$ cat src/rtl/cpi_pkg.sv
package cpi_pkg;

    localparam int DATA_W     = 8;
    localparam int FLOAT_LSB  = 5;   // bits at and above this index float
    localparam int SERIAL_BIT = 0;

    typedef logic [DATA_W-1:0] byte_t;

    typedef enum logic [1:0] {
        CYC_WRITE      = 2'd0,
        CYC_PORT_READ  = 2'd1,
        CYC_OTHER_READ = 2'd2
    } cyc_kind_t;

    // Port read byte: floating top bits from the previous bus byte,
    // zeros in the middle, captured serial bit at the bottom.
    function automatic byte_t form_port_byte(input byte_t prev, input logic dbit);
        byte_t b;
        b = '0;
        b[DATA_W-1:FLOAT_LSB] = prev[DATA_W-1:FLOAT_LSB];
        b[SERIAL_BIT]         = dbit;
        return b;
    endfunction

endpackage

$ cat src/rtl/cpi_out_latch.sv
module cpi_out_latch #(
    parameter int OUT_BITS = 3
) (
    input  logic                clk,
    input  logic                rst,
    input  logic                wr_hit,
    input  logic [OUT_BITS-1:0] wbits,
    output logic [OUT_BITS-1:0] out_q
);
    always_ff @(posedge clk) begin
        if (rst)         out_q <= '0;
        else if (wr_hit) out_q <= wbits;
    end

    assert_latch_load_R1: assert property (@(posedge clk) disable iff (rst)
        wr_hit |=> out_q == $past(wbits));

    assert_latch_hold_R9: assert property (@(posedge clk) disable iff (rst)
        !wr_hit |=> $stable(out_q));
endmodule

$ cat src/rtl/cpi_port_lane.sv
module cpi_port_lane (
    input  logic clk,
    input  logic rst,
    input  logic rd_en,
    input  logic addr_match,
    input  logic ser_in,
    output logic clk_n,
    output logic dbit
);
    logic prev_q;
    logic cap_q;
    logic fall;

    assign clk_n = ~(rd_en & addr_match);
    assign fall  = prev_q & ~clk_n;
    assign dbit  = fall ? ~ser_in : cap_q;

    always_ff @(posedge clk) begin
        if (rst) begin
            prev_q <= 1'b1;
            cap_q  <= 1'b0;
        end else begin
            prev_q <= clk_n;
            if (fall) cap_q <= ~ser_in;
        end
    end

    assert_capture_on_fall_R3: assert property (@(posedge clk) disable iff (rst)
        $fell(clk_n) |=> cap_q == ~$past(ser_in));

    assert_held_while_low_R3: assert property (@(posedge clk) disable iff (rst)
        (!clk_n && $past(!clk_n)) |-> dbit == cap_q);
endmodule

$ cat src/rtl/cpi_open_bus.sv
module cpi_open_bus
    import cpi_pkg::*;
(
    input  logic      clk,
    input  logic      rst,
    input  cyc_kind_t kind,
    input  byte_t     wdata,
    input  byte_t     port_byte,
    input  byte_t     bus_in,
    output byte_t     last_q
);
    byte_t next_b;

    always_comb begin
        unique case (kind)
            CYC_WRITE:     next_b = wdata;
            CYC_PORT_READ: next_b = port_byte;
            default:       next_b = bus_in;
        endcase
    end

    always_ff @(posedge clk) begin
        if (rst) last_q <= '0;
        else     last_q <= next_b;
    end

    assert_tracks_write_R5: assert property (@(posedge clk) disable iff (rst)
        kind == CYC_WRITE |=> last_q == $past(wdata));

    assert_tracks_port_R5: assert property (@(posedge clk) disable iff (rst)
        kind == CYC_PORT_READ |=> last_q == $past(port_byte));
endmodule

$ cat src/rtl/ctrl_port_if.sv
module ctrl_port_if
    import cpi_pkg::*;
#(
    parameter int              ADDR_W    = 16,
    parameter int              NPORTS    = 2,
    parameter int              OUT_BITS  = 3,
    parameter logic [ADDR_W-1:0] BASE_ADDR = 16'h4016
) (
    input  logic                clk,
    input  logic                rst,
    input  logic [ADDR_W-1:0]   cpu_addr,
    input  logic                cpu_rw,
    input  logic [DATA_W-1:0]   cpu_wdata,
    input  logic [DATA_W-1:0]   bus_in,
    input  logic [NPORTS-1:0]   ser_in,
    output logic [NPORTS-1:0]   port_clk_n,
    output logic [OUT_BITS-1:0] out_bits,
    output logic [DATA_W-1:0]   rd_data
);
    logic [NPORTS-1:0] match;
    logic [NPORTS-1:0] rd_hit;
    logic [NPORTS-1:0] dbit;
    logic              wr_hit;
    logic              any_rd;
    byte_t             last_b;
    byte_t             port_b;
    cyc_kind_t         kind;

    assign wr_hit = ~cpu_rw & (cpu_addr == BASE_ADDR);

    cpi_out_latch #(.OUT_BITS(OUT_BITS)) u_latch (
        .clk    (clk),
        .rst    (rst),
        .wr_hit (wr_hit),
        .wbits  (cpu_wdata[OUT_BITS-1:0]),
        .out_q  (out_bits)
    );

    for (genvar gi = 0; gi < NPORTS; gi++) begin : g_lane
        localparam logic [ADDR_W-1:0] LANE_ADDR = BASE_ADDR + ADDR_W'(gi);
        assign match[gi]  = (cpu_addr == LANE_ADDR);
        assign rd_hit[gi] = cpu_rw & match[gi];

        cpi_port_lane u_lane (
            .clk        (clk),
            .rst        (rst),
            .rd_en      (cpu_rw),
            .addr_match (match[gi]),
            .ser_in     (ser_in[gi]),
            .clk_n      (port_clk_n[gi]),
            .dbit       (dbit[gi])
        );
    end

    assign any_rd = |rd_hit;

    always_comb begin
        port_b = '0;
        for (int i = 0; i < NPORTS; i++) begin
            if (rd_hit[i]) port_b = port_b | form_port_byte(last_b, dbit[i]);
        end
    end

    always_comb begin
        if (!cpu_rw)     kind = CYC_WRITE;
        else if (any_rd) kind = CYC_PORT_READ;
        else             kind = CYC_OTHER_READ;
    end

    cpi_open_bus u_bus (
        .clk       (clk),
        .rst       (rst),
        .kind      (kind),
        .wdata     (cpu_wdata),
        .port_byte (port_b),
        .bus_in    (bus_in),
        .last_q    (last_b)
    );

    assign rd_data = port_b;

    assert_one_port_clock_R2: assert property (@(posedge clk) disable iff (rst)
        $onehot0(~port_clk_n));

    assert_write_keeps_clocks_high_R2: assert property (@(posedge clk) disable iff (rst)
        !cpu_rw |-> (&port_clk_n));

    assert_byte_layout_R4: assert property (@(posedge clk) disable iff (rst)
        (!(&port_clk_n)) |-> (rd_data[FLOAT_LSB-1:1] == '0 &&
                              rd_data[DATA_W-1:FLOAT_LSB] == last_b[DATA_W-1:FLOAT_LSB]));

    assert_quiet_outside_read_R8: assert property (@(posedge clk) disable iff (rst)
        (&port_clk_n) |-> rd_data == '0);
endmodule

$ cat config.mk
export PLATFORM = sky130hd
export DESIGN_NAME = ctrl_port_if
export DESIGN_NICKNAME = d
export VERILOG_FILES = /design/src/rtl/cpi_pkg.sv /design/src/rtl/cpi_out_latch.sv /design/src/rtl/cpi_port_lane.sv /design/src/rtl/cpi_open_bus.sv /design/src/rtl/ctrl_port_if.sv
export SDC_FILE = /design/constraint.sdc
export NUM_CORES = 1
export LEC_CHECK = 0
export CORE_UTILIZATION = 31
export DETAILED_ROUTE_END_ITERATION = 10
export PLACE_DENSITY = 0.78
export SLEW_MARGIN = 10
export SYNTH_ARGS = -nofsm -noshare
export SYNTH_HDL_FRONTEND = slang
export SYNTH_SLANG_ARGS = --single-unit
$ cat constraint.sdc
create_clock -name clk -period 2.1 [get_ports clk]
set_input_delay 0.42 -clock clk [delete_from_list [all_inputs] [get_ports clk]]
set_output_delay 0.42 -clock clk [all_outputs]
set_load 0.01 [all_outputs]
==> summary.txt, run 1 <==
Clocking
  – H-tree Lvls: 1
  – Clock root buffer: clkbuf_4
  – Num CTS Buffers: 3
  – Clock tree buffer depth: 2
  – Clock Sinks: 10
  – Clock transition at path regs: 60 ps
  – CTS tree: done
  – Insertion delay to the later sink of the worst-skew pair: between 200 and 300 ps

Critical path
  – Buffers & Inverters on Critical Path: 3
  – Worst reg-to-reg path cell count: 3
  – Crit path max-delay family: simple AND/OR/NAND/NOR gates
  – CP Data Required Time: 1680 ps
  – CP Launch Type: input pin
  – Setup CP Type: in -> out
  – Worst r2r dst: g_lane[0].u_lane.cap_q
  – Slowest stage delay, CP: around 330 ps
  – Arr. time, crit path: 1620 ps
  – Critical Path Start: cpu_addr[4]
  – Crit-path cells: dlygate4sd2_1 > and4bb_2 > nand4_1 > buf_4 > or3_4 > buf_6
  – CP Max Fanout: 3
  – Crit. path cell count: 6
  – Reg2Reg Launch Point: g_lane[0].u_lane.prev_q
  – R2R setup slack: 1070 ps
  – Critical Path Sink: port_clk_n[0]
  – CP endpoint kind: primary output
  – Slowest CP cell: or3_4

Synthesis
  – Cells after Synth: 68
  – Syn avg cell area: 8.85 µm²
  – Area share of the largest cell type after synthesis: ~33%
  – Yosys top cell by area: dfxtp_1
  – Synth warn: 0
  – Seq/Total Area, Yosys: 33.3%
  – Most numerous cell in the Yosys netlist: dfxtp_1
  – Ys flop type: dfxtp_1
  – Post-synth EDFFs: 0
  – Synth area leaders: dfxtp_1 33%, mux2i_1 13%, buf_4 7.5%
  – Register bit count reported by yosys: 10
  – Cell Area, Synth: 602 µm²
  – Distinct cells, synth: 27
  – Async set-reset flop share out of synthesis: 0%
  – Commonest cells in the synthesized netlist: 10 x dfxtp_1, 8 x mux2i_1, 6 x buf_4, 6 x nand2b_1, 5 x nor2_1

STA
  – Tcrit/Tclk final: 97.0%
  – Worst Skew: roughly 0.064 ps
  – Minimum clock period: between 2000 and 2500 ps
  – Final setup fails: 0
  – Unrepaired setup endpoints after global routing: false
  – Worst setup margin: 62.4 ps
  – Fmax: 491 MHz
  – Hold Vio Cnt, Final: 0
  – Hold slack: about 480 ps
  – Max-slew violations: 0

Placement
  – Buffers added on ports: 38
  – Post-Place Setup Slack: -688 ps
  – Gp weighted congestion: 0.645
  – HPWL after DPL: 1.22 mm

Cells and area
  – Share of layout cells above drive strength 1: approximately 29%
  – Layout net count: about 150
  – Area grow syn2layout: 69.4%
  – Antenna Diode Count: 0

Outcome
  – Outcome: complete, no violations

Global route
  – GRT Total Usage: 15.4%
  – Largest net degree at the start of global routing: 14
  – Vias in the first global route: 626
  – Grt ovf: 0
  – First-pass GRT wire length: 2.34 mm
  – Initial antenna violation count: 0

Floorplanning
  – Die area: 2120 µm²
  – Std-Cell Rows: 15
  – Initial Util: approximately a third
  – Core area: 1760 µm²
  – Top Ports: 50
  – Die Width: about 46 µm
  – Die Y: 46.1 µm

Drt
  – Final wirelength: 1.62 mm
  – Post-DR vias/cell: about 4.6
  – Iter 0 DRT Violations: 6
  – Post-route ant nets: 0
  – Via count: 638
  – First-pass DRT Iterations: 4
  – DRC viols: 0
  – WL/cell: 11.8 µm

Min path
  – Hold crit path type: reg -> reg

Run
  – Max-Cap Viols: 0

Power
  – P_leak: 0.449 nW
  – Worst vdd ir: around 270 µV
  – Power per cell area: around 390 nW/µm²
-- worst min-delay path, delay by kind of cell (launching register included) --
kind | cells | cell delay [ps]
DFF | 1 | 310
AOI/OAI and AO/OA | 2 | 120
-- power by group --
part           switching [mW]  internal (mW)  total, mW
Clock                  0.0593         0.0658      0.125
Combinational          0.0292         0.0494     0.0786
Sequential            0.00186          0.194      0.196
Total                  0.0903          0.309      0.399
-- registers in the layout, summed over array words and instances (netlist names) --
name	flops
g_lane.u_lane.cap_q	2
g_lane.u_lane.prev_q	2
u_bus.last_q	3
u_latch.out_q	3
-- final cells by class --
| cell class | instances | area, µm² |
|---|---|---|
| Fill cell | 184 | 744 |
| Timing Repair Buffer | 49 | 400 |
| Multi-Input combinational cell | 48 | 354 |
| Sequential cell | 10 | 200 |
| Tap cell | 25 | 31.3 |
| Clock buffer | 3 | 22.5 |
| Inverter | 3 | 11.3 |
-- cell usage in the layout (no fill, tap or decap), types with 4 or more instances in the layout --
master	synthesis	routed
buf_2	0	8
nand2b_1	6	6
buf_4	6	11
dfxtp_1	10	10
clkdlybuf4s50_1	0	17
mux2i_1	8	8
conb_1	1	4
nor2_1	5	5
dlygate4sd2_1	0	7
-- worst min-delay path by stage --
stage                                 startpoint                     end  slack, ps  cells past startpoint
after floorplan           g_lane[0].u_lane.cap_q  g_lane[0].u_lane.cap_q        440                      2
after CTS                 g_lane[0].u_lane.cap_q  g_lane[0].u_lane.cap_q        480                      2
final                     g_lane[0].u_lane.cap_q  g_lane[0].u_lane.cap_q        480                      2
after global routing      g_lane[0].u_lane.cap_q  g_lane[0].u_lane.cap_q        490                      2
after detailed placement        u_latch.out_q[1]        u_latch.out_q[1]        470                      2
after global placement    g_lane[0].u_lane.cap_q  g_lane[0].u_lane.cap_q        450                      2
-- kinds of logic after synthesis --
| kind of cell | synth area share (%) |
|---|---|
| muxes | 13.3 |
| and+or+nand+nor | 30.8 |
| buffers and inverters | 13.1 |
| other | 0.623 |
| AOI/OAI and AO/OA | 8.94 |
| DFF | 33.3 |
-- what timing repair did --
| item | in CTS | in global routing |
|---|---|---|
| buffers inserted | 6 | 0 |
| resized for setup | 49 | 9 |
| pin swaps | 7 | 4 |
| hold buffers | 0 | 0 |
| endpoints found under the setup margin | 6 | 6 |
-- through the flow --
step | area [µm²] | TNS, ps | util (%) | cells | total power [mW]
after floorplan | 613 | 0 | - | 71 | 0.229
after global placement | 1000 | -3300 | 56.8 | 130 | 0.284
after detailed placement | 1000 | -3950 | 56.8 | 130 | 0.286
after CTS | 1020 | 0 | 57.6 | 138 | 0.402
after global routing | 1020 | 0 | 57.8 | 138 | 0.416
final | 1020 | 0 | 57.8 | 138 | 0.399
-- per-layer routing --
metal	wire, µm	track usage [%]
met1	671	15.8
met3	186	5.49
met2	765	27.6
met5	0	0
met4	0	7.06
(Power assumes the default switching activity.)
==> inputs of run 2 (changes only) <==
==> constraint.sdc (replaced) <==
create_clock -name clk -period 2.33 [get_ports clk]
set_input_delay 0.466 -clock clk [delete_from_list [all_inputs] [get_ports clk]]
set_output_delay 0.466 -clock clk [all_outputs]
set_load 0.01 [all_outputs]
==> summary.txt, run 2 (same netlist as run 1, synthesis figures left out) <==
Outcome
  – Outcome: complete, no violations

Global route
  – Largest net degree at the start of global routing: 14 (unchanged)
  – GRT Total Usage: 16.4% (+0.93 points)
  – Grt ovf: 0 (unchanged)
  – Vias in the first global route: 647 (+3.4%)
  – Initial antenna violation count: 0 (unchanged)
  – First-pass GRT wire length: 2.43 mm (+3.8%)

Drt
  – WL/cell: 12.5 µm (+6.6%)
  – Final wirelength: 1.75 mm (+8.1%)
  – Post-route ant nets: 0 (unchanged)
  – Iter 0 DRT Violations: 6 (unchanged)
  – Via count: 656 (+2.8%)
  – Post-DR vias/cell: 4.69 (+1.4%)
  – DRC viols: 0 (unchanged)
  – First-pass DRT Iterations: 4 (unchanged)

STA
  – Hold Vio Cnt, Final: 0 (unchanged)
  – Tcrit/Tclk final: 96.8%
  – Fmax: 443 MHz
  – Worst setup margin: 73.7 ps (+11.4 ps)
  – Minimum clock period: 2260 ps
  – Final setup fails: 0 (unchanged)
  – Worst Skew: 4.05 ps (+3.99 ps)
  – Unrepaired setup endpoints after global routing: false
  – Max-slew violations: 0 (unchanged)
  – Hold slack: 476 ps (-0.800 ps)

Placement
  – Buffers added on ports: 38 (unchanged)
  – Post-Place Setup Slack: -530 ps (+158 ps)
  – HPWL after DPL: 1.27 mm (+3.9%)
  – Gp weighted congestion: 0.648 (+0.56%)

Critical path
  – CP endpoint kind: primary output
  – CP Launch Type: input pin
  – Setup CP Type: in -> out
  – Critical Path Sink: port_clk_n[0]
  – Worst r2r dst: g_lane[0].u_lane.cap_q
  – R2R setup slack: 1280 ps (+210 ps)
  – Worst reg-to-reg path cell count: 3 (unchanged)
  – CP Data Required Time: 1860 ps (+180 ps)
  – CP Max Fanout: 4 (+1)
  – Reg2Reg Launch Point: g_lane[0].u_lane.prev_q
  – Arr. time, crit path: 1790 ps (+170 ps)
  – Critical Path Start: cpu_addr[5]

Power
  – Sw Share: 23.0% (+0.39 points)
  – Clock share of power: 32.1% (+0.8 points)
  – Combinational Power Share: 19.4% (-0.3 points)
  – Sw Pwr: 83.7 µW (-7.3%)
  – Share of power burned in registers: 48.5% (-0.5 points)
  – Power per cell area: 341 nW/µm² (-13%)
  – Worst vdd ir: 286 µV (+7.1%)
  – Internal Dissipation: 280 µW (-9.3%)
  – P_leak: 0.465 nW (+3.5%)

Clocking
  – Clock transition at path regs: 60 ps (about the same)
  – Clock root buffer: clkbuf_4
  – Clock tree buffer depth: 2 (unchanged)
  – CTS tree: done
  – Insertion delay to the later sink of the worst-skew pair: 260 ps (about the same)
  – Num CTS Buffers: 3 (unchanged)
  – H-tree Lvls: 1 (unchanged)
  – Clock Sinks: 10 (unchanged)

Floorplanning
  – Die Width: 46.1 µm (unchanged)
  – Top Ports: 50 (unchanged)
  – Die Y: 46.1 µm (unchanged)
  – Initial Util: 34.1% (unchanged)
  – Core area: 1760 µm² (unchanged)
  – Die area: 2120 µm² (unchanged)
  – Std-Cell Rows: 15 (unchanged)

Cells and area
  – Largest registers: u_bus.last_q x3, u_latch.out_q x3
  – Area grow syn2layout: 77.3%
  – Most common cell after layout, fill and taps aside: clkdlybuf4s50_1
  – Share of layout cells above drive strength 1: 21.7% (-7.5 points)
  – Layout net count: 154 (+1.3%)
  – Antenna Diode Count: 0 (unchanged)
  – Most frequent cells in the layout: 17 x clkdlybuf4s50_1, 15 x dlygate4sd2_1, 13 x buf_4
  – Seq. cell area: 200 µm² (unchanged)
  – Fill cells: 166 (-9.8%)
  – Multi-input gate area: 339 µm² (-4.2%)

Min path
  – Worst Hold Depth: 2 (unchanged)
  – Hold crit path type: reg -> reg

Run
  – Max-Cap Viols: 0 (unchanged)
-- run 2: cell count changes in the layout (fill, tap and decap cells not counted), sizes merged --
cell           previous run  this run
clkdlybuf4s15             2         5
clkbuf                    6         3
buf                      20        14
dlygate4sd2               7        15
-- run 2: repair_timing --
| action | 4_1_cts | 5_1_grt |
|---|---|---|
| hold buffers | 0 | 0 |
| setup buffers | 9 | 1 |
| endpoints found under the setup margin | 6 | 2 |
| pin swaps | 8 | 4 |
| hold endpoints to repair | 0 | 0 |
| resized for setup | 33 | 0 |
-- run 2: power groups by stage --
stage	registers, mW	clock network (mW)	logic, mW
finish	0.176	0.117	0.0706
global route	0.176	0.130	0.0767
floorplan	0.179	0	0.0270
detailed placement	0.180	0	0.0787
CTS	0.176	0.120	0.0712
global placement	0.180	0	0.0764
-- run 2: how the worst min path moves through the flow --
stage                           startpoint                      to  slack, ps
floorplan           g_lane[0].u_lane.cap_q  g_lane[0].u_lane.cap_q        440
global placement    g_lane[0].u_lane.cap_q  g_lane[0].u_lane.cap_q        450
detailed placement  g_lane[1].u_lane.cap_q  g_lane[1].u_lane.cap_q        470
CTS                 g_lane[1].u_lane.cap_q  g_lane[1].u_lane.cap_q        480
global route        g_lane[0].u_lane.cap_q  g_lane[0].u_lane.cap_q        490
finish              g_lane[0].u_lane.cap_q  g_lane[0].u_lane.cap_q        480
-- run 2: metrics by stage --
step	setup TNS, ps	total power, mW	cells	util (%)	area, µm²
after floorplan	0	0.206	71	-	613
after global placement	-2410	0.256	130	56.8	1000
after detailed placement	-2660	0.259	130	56.8	1000
after CTS	0	0.368	139	60.1	1060
after global routing	0	0.383	140	60.5	1070
final	0	0.364	140	60.5	1070
-- run 2: critical path, stage by stage --
cell and delay, ps:
dlygate4sd2_1 230, and4bb_2 270, nand4_1 170, buf_4 190
or3_4 330, buf_6 130
-- run 2: per-layer routing --
| metal | vias to the layer above | wire [µm] | track usage, % |
|---|---|---|---|
| li1 | 321 | - | - |
| met1 | 292 | 652 | 15.5 |
| met2 | 40 | 852 | 31.8 |
| met3 | 3 | 226 | 5.88 |
| met4 | 0 | 22 | 5.29 |
| met5 | - | 0 | 0 |
-- run 2: layout make-up --
cell class	instances	share of cell area, %
Clock buffer	3	2.11
Inverter	3	1.06
Tap cell	25	2.93
Timing Repair Buffer	51	43.4
Multi-Input combinational cell	48	31.8
Sequential cell	10	18.8
==> inputs of run 3 (changes only) <==
--- a/config.mk
+++ b/config.mk
@@ -5,6 +5,7 @@
 export SDC_FILE = /design/constraint.sdc
 export NUM_CORES = 1
 export LEC_CHECK = 0
+export ABC_CLOCK_PERIOD_IN_PS = 2100
 export CORE_UTILIZATION = 31
 export DETAILED_ROUTE_END_ITERATION = 10
 export PLACE_DENSITY = 0.78
==> constraint.sdc (replaced) <==
create_clock -name clk -period 2.1 [get_ports clk]
set_input_delay 0.42 -clock clk [delete_from_list [all_inputs] [get_ports clk]]
set_output_delay 0.42 -clock clk [all_outputs]
set_load 0.01 [all_outputs]
==> results of run 3 <==
The final DEF is identical to that of run 1; final timing and power are the same.
